File: src/rtl/msg_sched_pkg.sv
package msg_sched_pkg;
  localparam int WORD_W   = 32;
  localparam int BYTE_W   = 8;
  localparam int WIN      = 16;
  localparam int LEAD     = 4;
  localparam int BLOCK_W  = WORD_W * WIN;
  localparam int BYTES_PW = WORD_W / BYTE_W;

  // window taps relative to W[t], for forming W[t+16]
  localparam int TAP_OLD  = 0;
  localparam int TAP_M9   = 7;
  localparam int TAP_M3   = 13;
  localparam int TAP_M13  = 3;
  localparam int TAP_M6   = 10;

  localparam int ROT_A    = 15;
  localparam int ROT_B    = 7;
  localparam int PERM_R1  = 15;
  localparam int PERM_R2  = 23;

  typedef logic [WORD_W-1:0] word_t;

  function automatic word_t rotl(input word_t x, input int n);
    return (x << n) | (x >> (WORD_W - n));
  endfunction

  function automatic word_t perm_q(input word_t x);
    return x ^ rotl(x, PERM_R1) ^ rotl(x, PERM_R2);
  endfunction
endpackage

File: src/rtl/sched_unpack.sv
module sched_unpack
  import msg_sched_pkg::*;
(
  input  logic [BLOCK_W-1:0]         blk,
  output logic [WIN-1:0][WORD_W-1:0] words
);
  // Each word takes its first memory byte as the most significant byte.
  for (genvar k = 0; k < WIN; k++) begin : g_word
    for (genvar b = 0; b < BYTES_PW; b++) begin : g_byte
      assign words[k][WORD_W-1-b*BYTE_W -: BYTE_W] = blk[(k*BYTES_PW+b)*BYTE_W +: BYTE_W];
    end
  end
endmodule

File: src/rtl/sched_next.sv
module sched_next
  import msg_sched_pkg::*;
(
  input  logic [WIN-1:0][WORD_W-1:0] win,
  output word_t                      nxt
);
  word_t mix;
  always_comb begin
    mix = win[TAP_OLD] ^ win[TAP_M9] ^ rotl(win[TAP_M3], ROT_A);
    nxt = perm_q(mix) ^ rotl(win[TAP_M13], ROT_B) ^ win[TAP_M6];
  end
endmodule

File: src/rtl/sched_window.sv
module sched_window
  import msg_sched_pkg::*;
(
  input  logic                       clk,
  input  logic                       rst,
  input  logic                       load,
  input  logic                       shift,
  input  logic [WIN-1:0][WORD_W-1:0] load_words,
  input  word_t                      fresh,
  output logic [WIN-1:0][WORD_W-1:0] win
);
  for (genvar i = 0; i < WIN; i++) begin : g_slot
    word_t upper;
    if (i == WIN-1) begin : g_top
      assign upper = fresh;
    end else begin : g_mid
      assign upper = win[i+1];
    end
    always_ff @(posedge clk) begin
      if (rst)        win[i] <= '0;
      else if (load)  win[i] <= load_words[i];
      else if (shift) win[i] <= upper;
    end
  end

  // a move only happens on a taken pair
  assert_hold_when_idle_R5: assert property (@(posedge clk) disable iff (rst)
    (!load && !shift) |=> $stable(win));
endmodule

File: src/rtl/sched_ctrl.sv
module sched_ctrl #(
  parameter int ROUNDS = 64,
  localparam int IDX_W = $clog2(ROUNDS)
) (
  input  logic             clk,
  input  logic             rst,
  input  logic             in_valid,
  input  logic             out_ready,
  output logic             in_ready,
  output logic             out_valid,
  output logic             load,
  output logic             shift,
  output logic [IDX_W-1:0] idx,
  output logic             done
);
  localparam logic [IDX_W-1:0] LAST = IDX_W'(ROUNDS-1);
  logic busy;

  assign out_valid = busy;
  assign in_ready  = !busy;
  assign load      = in_valid && !busy;
  assign shift     = busy && out_ready;

  always_ff @(posedge clk) begin
    if (rst) begin
      busy <= 1'b0;
      idx  <= '0;
      done <= 1'b0;
    end else begin
      done <= 1'b0;
      if (load) begin
        busy <= 1'b1;
        idx  <= '0;
      end else if (shift) begin
        if (idx == LAST) begin
          busy <= 1'b0;
          done <= 1'b1;
          idx  <= '0;
        end else begin
          idx <= idx + 1'b1;
        end
      end
    end
  end

  assert_start_at_zero_R7: assert property (@(posedge clk) disable iff (rst)
    (in_valid && in_ready) |=> (out_valid && idx == '0));
  assert_step_one_R7: assert property (@(posedge clk) disable iff (rst)
    (out_valid && out_ready && idx != LAST) |=> (out_valid && idx == $past(idx) + 1'b1));
  assert_done_after_last_R8: assert property (@(posedge clk) disable iff (rst)
    (out_valid && out_ready && idx == LAST) |=> (done && in_ready && !out_valid));
  assert_done_single_R8: assert property (@(posedge clk) disable iff (rst)
    done |=> !done);
  assert_ready_excl_R6: assert property (@(posedge clk) disable iff (rst)
    in_ready != out_valid);
endmodule

File: src/rtl/msg_sched_expander.sv
module msg_sched_expander
  import msg_sched_pkg::*;
#(
  parameter int ROUNDS = 64,
  localparam int IDX_W = $clog2(ROUNDS)
) (
  input  logic               clk,
  input  logic               rst,
  input  logic               in_valid,
  output logic               in_ready,
  input  logic [BLOCK_W-1:0] in_block,
  output logic               out_valid,
  input  logic               out_ready,
  output logic [WORD_W-1:0]  out_w,
  output logic [WORD_W-1:0]  out_wp,
  output logic [IDX_W-1:0]   out_idx,
  output logic               done
);
  logic [WIN-1:0][WORD_W-1:0] msg_words;
  logic [WIN-1:0][WORD_W-1:0] win;
  word_t                      fresh;
  logic                       load, shift;

  sched_unpack u_unpack (.blk(in_block), .words(msg_words));

  sched_next u_next (.win(win), .nxt(fresh));

  sched_window u_win (
    .clk(clk), .rst(rst), .load(load), .shift(shift),
    .load_words(msg_words), .fresh(fresh), .win(win)
  );

  sched_ctrl #(.ROUNDS(ROUNDS)) u_ctrl (
    .clk(clk), .rst(rst), .in_valid(in_valid), .out_ready(out_ready),
    .in_ready(in_ready), .out_valid(out_valid), .load(load), .shift(shift),
    .idx(out_idx), .done(done)
  );

  assign out_w  = win[0];
  assign out_wp = win[0] ^ win[LEAD];

  assert_stall_hold_R5: assert property (@(posedge clk) disable iff (rst)
    (out_valid && !out_ready) |=> ($stable(out_w) && $stable(out_wp) && $stable(out_idx)));
  assert_busy_ignores_R6: assert property (@(posedge clk) disable iff (rst)
    (out_valid && !out_ready && in_valid) |=> $stable(out_w));
endmodule

File: config.mk
export PLATFORM = sky130hd
export DESIGN_NAME = msg_sched_expander
export DESIGN_NICKNAME = d
export VERILOG_FILES = /design/src/rtl/msg_sched_pkg.sv /design/src/rtl/sched_unpack.sv /design/src/rtl/sched_next.sv /design/src/rtl/sched_window.sv /design/src/rtl/sched_ctrl.sv /design/src/rtl/msg_sched_expander.sv
export SDC_FILE = /design/constraint.sdc
export NUM_CORES = 1
export LEC_CHECK = 0
export BUFFER_PORTS_ARGS = -buffer_cell sky130_fd_sc_hd__buf_2
export CAP_MARGIN = 20
export CORE_ASPECT_RATIO = 1.1
export CORE_MARGIN = 1
export CORE_UTILIZATION = 46
export CTS_CLUSTER_SIZE = 28
export DETAILED_ROUTE_END_ITERATION = 10
export HOLD_SLACK_MARGIN = 0.02
export PLACE_DENSITY_LB_ADDON = 0.25
export SLEW_MARGIN = 20
export SYNTH_ARGS = -nofsm -noshare
export SYNTH_HDL_FRONTEND = slang
export SYNTH_HIERARCHICAL = 1
export SYNTH_SLANG_ARGS = --single-unit
File: constraint.sdc
create_clock -name clk -period 1.7 [get_ports clk]
set_input_delay 0.085 -clock clk [delete_from_list [all_inputs] [get_ports clk]]
set_output_delay 0.085 -clock clk [all_outputs]
set_load 0.05 [all_outputs]
==> run metrics <==
post-route ant nets=0; multi-input gate area in the final layout=0.01823 mm2; RSZ-0062 raised after global routing=yes; clock latency on the worst-skew pair=0.63 ns; sequential element share of the synthesized area=31.62%; failing checks=setup timing; DIE AREA=~0.073 mm2; Worst IR Drop VDD=0.7700 mV; post-route cell area=~0.046 mm2; Worst Setup End Kind=register; initial antenna violation count=8; clock power share=31.7%; Yosys reg bits=520; vias=26300; first-pass GRT wire length=around 180000 um; # setup viols final=104; Reg area=0.01056 mm2; post-placement cell count=around 4200; pre-CTS setup slack=-0.5263 ns; commonest cells after routing, fill and taps aside=561 x buf_2, 515 x dlygate4sd3_1, 483 x a211oi_2, 474 x mux2i_1, 450 x dfxtp_1; CP max-delay cell=xnor3_2; Net Count, Synth=roughly 3500; commonest non-fill, non-tap cell in the layout=buf_2; hpwl dp=94120 um; CP cell instances=xnor3_2 -> buf_6 -> xor2_2 -> xnor2_2 -> mux2i_1 -> a211oi_2; GPL Wtd Cong=0.9142; GRT Resource Usage Total=between 30% and 40%; PD cells=slightly below 900 mW/mm2; synthesized area=0.03292 mm2; Slew Viols, Final=0; Finished Layout Cells=4901; Syn Inst Count=between 3000 and 4000; YS warnings=6; Crit Reg-Reg Startpoint=u_win/g_slot[6].upper[17]$_SDFFE_PP0P_; Root Driver=clkbuf_16; relative slew slack=between 60% and 70%; Top delay family on crit path=XOR/XNOR gates; Int Pwr=about 28 mW; Max-cap violations=0; Avg Vias per Cell=5.366; Inserted Clock Buffers=57; crit share post-route=107.4%; Post-Syn Area per Cell=around 11 um2; CP required=between 2 and 2.5 ns; largest net degree at the start of global routing=90; combinational power share=32.5%; CTS tree=built; Die Wd=approximately 260 um; Worst Path Arrival=approximately 2.4 ns; DRT Pass-1 Iters=5; core area=a little over 0.07 mm2; share of cells above drive strength 1=49.24%; GR Overflow Total=0; worst-case clock buffer depth=3; Worst-path clk slew=approximately 0.06 ns; worst min-delay path class=input pin to register; fmax=roughly 0.55 GHz; worst path buffer plus inverter count=1; Std-Cell Rows=102; Final WS setup=-0.1264 ns; Hold Crit Start=in_block[419]; Filler cells=5252; placed instance area=0.03524 mm2; H-tree Lvls=2; total power draw=40.62 mW; # IOs=589; Starting Density=between 40% and 50%; port buffer count=588; Sink Count=520; Final Skew=between 0.015 and 0.02 ns; NetSw=13.11 mW; routed len/inst=roughly 27 um; Least-Margin Pin Slew=0.5733 ns; P_leak=17.87 nW; initial DRC count=1725; status=finished, violations left; final WL=133200 um; crit-path max FO=3; # DRC=0; startpoint types=register; switching share of power=32.27%; Die Ht=282.6 um; vias in the first global route=26537; synthesis-to-layout area growth=38.91%; final hold viol count=0; Distinct cells, synth=33; crit path from=u_win/g_slot[6].upper[17]$_SDFFE_PP0P_; min Tclk post-route=1.826 ns; Reg power frac=35.7%; CP Class=register to register; Total Nets Final=4435; delay of the slowest cell on the worst path=0.49 ns
path summary, 6_finish.rpt:
kind / end / slack (ns) / cells after the start
setup / recovery: u_win/g_slot[14].upper[8]$_SDFFE_PP0P_ / -0.13 / 6
hold / removal: u_win/g_slot[12].upper[27]$_SDFFE_PP0P_ / 0.31 / 4
setup reg to reg: u_win/g_slot[14].upper[8]$_SDFFE_PP0P_ / -0.13 / 6
hold reg to reg: u_ctrl/idx[3]$_SDFFE_PP0P_ / 0.53 / 2
worst min-delay path: stages:
cell and delay (ns):
dlygate4sd3_1 0.51, buf_2 0.10, nor2b_1 0.04, a211oi_2 0.17
power by group through the flow:
stage	clock network [mW]	registers [mW]	logic, mW
6_report	12.9	14.5	13.2
5_1_grt	13.5	14.5	13.7
4_1_cts	13.0	14.4	11.9
3_5_place_dp	0	14.7	10.1
3_3_place_gp	0	14.6	9.99
2_1_floorplan	0	14.3	7.09
timing repair:
item | 4_1_cts | 5_1_grt
setup buffers | 19 | 35
pin swaps | 58 | 151
setup endpoints to repair | 181 | 209
hold endpoints to repair | 519 | 1
hold buffers | 514 | 1
gates cloned | 11 | 37
resized for setup | 165 | 277
layout make-up:
| class | count | share of cell area [%] |
|---|---|---|
| Antenna cell | 7 | 0.03831 |
| Inverter | 3 | 0.1396 |
| Tap cell | 936 | 2.561 |
| Multi-Input combinational cell | 1760 | 39.87 |
| Timing Repair inverter | 4 | 0.1341 |
| Clock inverter | 21 | 0.6348 |
| Clock buffer | 78 | 3.511 |
| Timing Repair Buffer | 1572 | 30.01 |
| Sequential cell | 520 | 23.10 |
sequential cells by signal (all words and copies together), names as in the netlist:
| register | cells |
|---|---|
| u_win/g_slot.upper | 480 |
| u_ctrl/idx | 6 |
| u_ctrl/done | 1 |
| u_win/win | 32 |
| u_ctrl/out_valid | 1 |
kinds of logic (layout without fill, tap and decap cells):
logic type      count (synthesis)  count (layout)  synth area share, %
fa+ha+maj                       1               1              0.03800
other cells                     0               7                    0
compound gates                521             521                19.13
flops                         520             520                31.62
simple gates                  532             532                10.05
xor+xnor                      194             194                6.594
mux                           512             512                15.57
buf+inv                       743            1678                16.99
synth_stat cells:
cell type / n / area, um2
xnor3_2: 25 / 594.3
dfxtp_1: 520 / 10410
mux2i_1: 512 / 5125
and2b_2: 1 / 8.760
or3_1: 2 / 12.51
or4_1: 1 / 7.510
nand3_1: 2 / 10.01
xnor3_1: 7 / 157.7
buf_6: 9 / 101.4
buf_1: 39 / 146.4
a211oi_2: 480 / 6006
xor2_1: 66 / 578.1
a211oi_1: 32 / 240.2
nand2_1: 6 / 22.52
buf_12: 44 / 880.8
buf_2: 62 / 310.3
buf_8: 1 / 15.01
a32oi_1: 1 / 8.760
nor2b_1: 512 / 3203
nor3_1: 3 / 15.01
xnor2_1: 96 / 840.8
o31ai_1: 1 / 7.510
clkbuf_1: 70 / 262.8
inv_2: 1 / 3.750
inv_1: 2 / 7.510
or2_2: 1 / 6.260
a21oi_1: 5 / 25.02
nor2_1: 2 / 7.510
nor4_1: 1 / 6.260
buf_4: 515 / 3866
nand3_2: 1 / 10.01
ha_1: 1 / 12.51
o21ai_0: 2 / 10.01
through the flow:
step                      hold slack (ns)  setup TNS [ns]  utilization (%)
final                              0.3123          -3.119            64.79
after global routing               0.3133          -9.950            64.78
after CTS                         0.02793         -0.6566            61.64
after detailed placement           0.3891          -12.80            49.93
after global placement             0.3829          -10.99            49.93
after floorplan                    0.1544               0                -
layer usage:
| metal | vias up | wire (um) | GRT usage (%) |
|---|---|---|---|
| met2 | 1114 | 65080 | 58.64 |
| met1 | 12969 | 52960 | 40.75 |
| li1 | 11862 | - | - |
| met5 | - | 13 | 0 |
| met3 | 353 | 6990 | 4.247 |
| met4 | 2 | 8112 | 16.36 |
(Power assumes the default switching activity.)
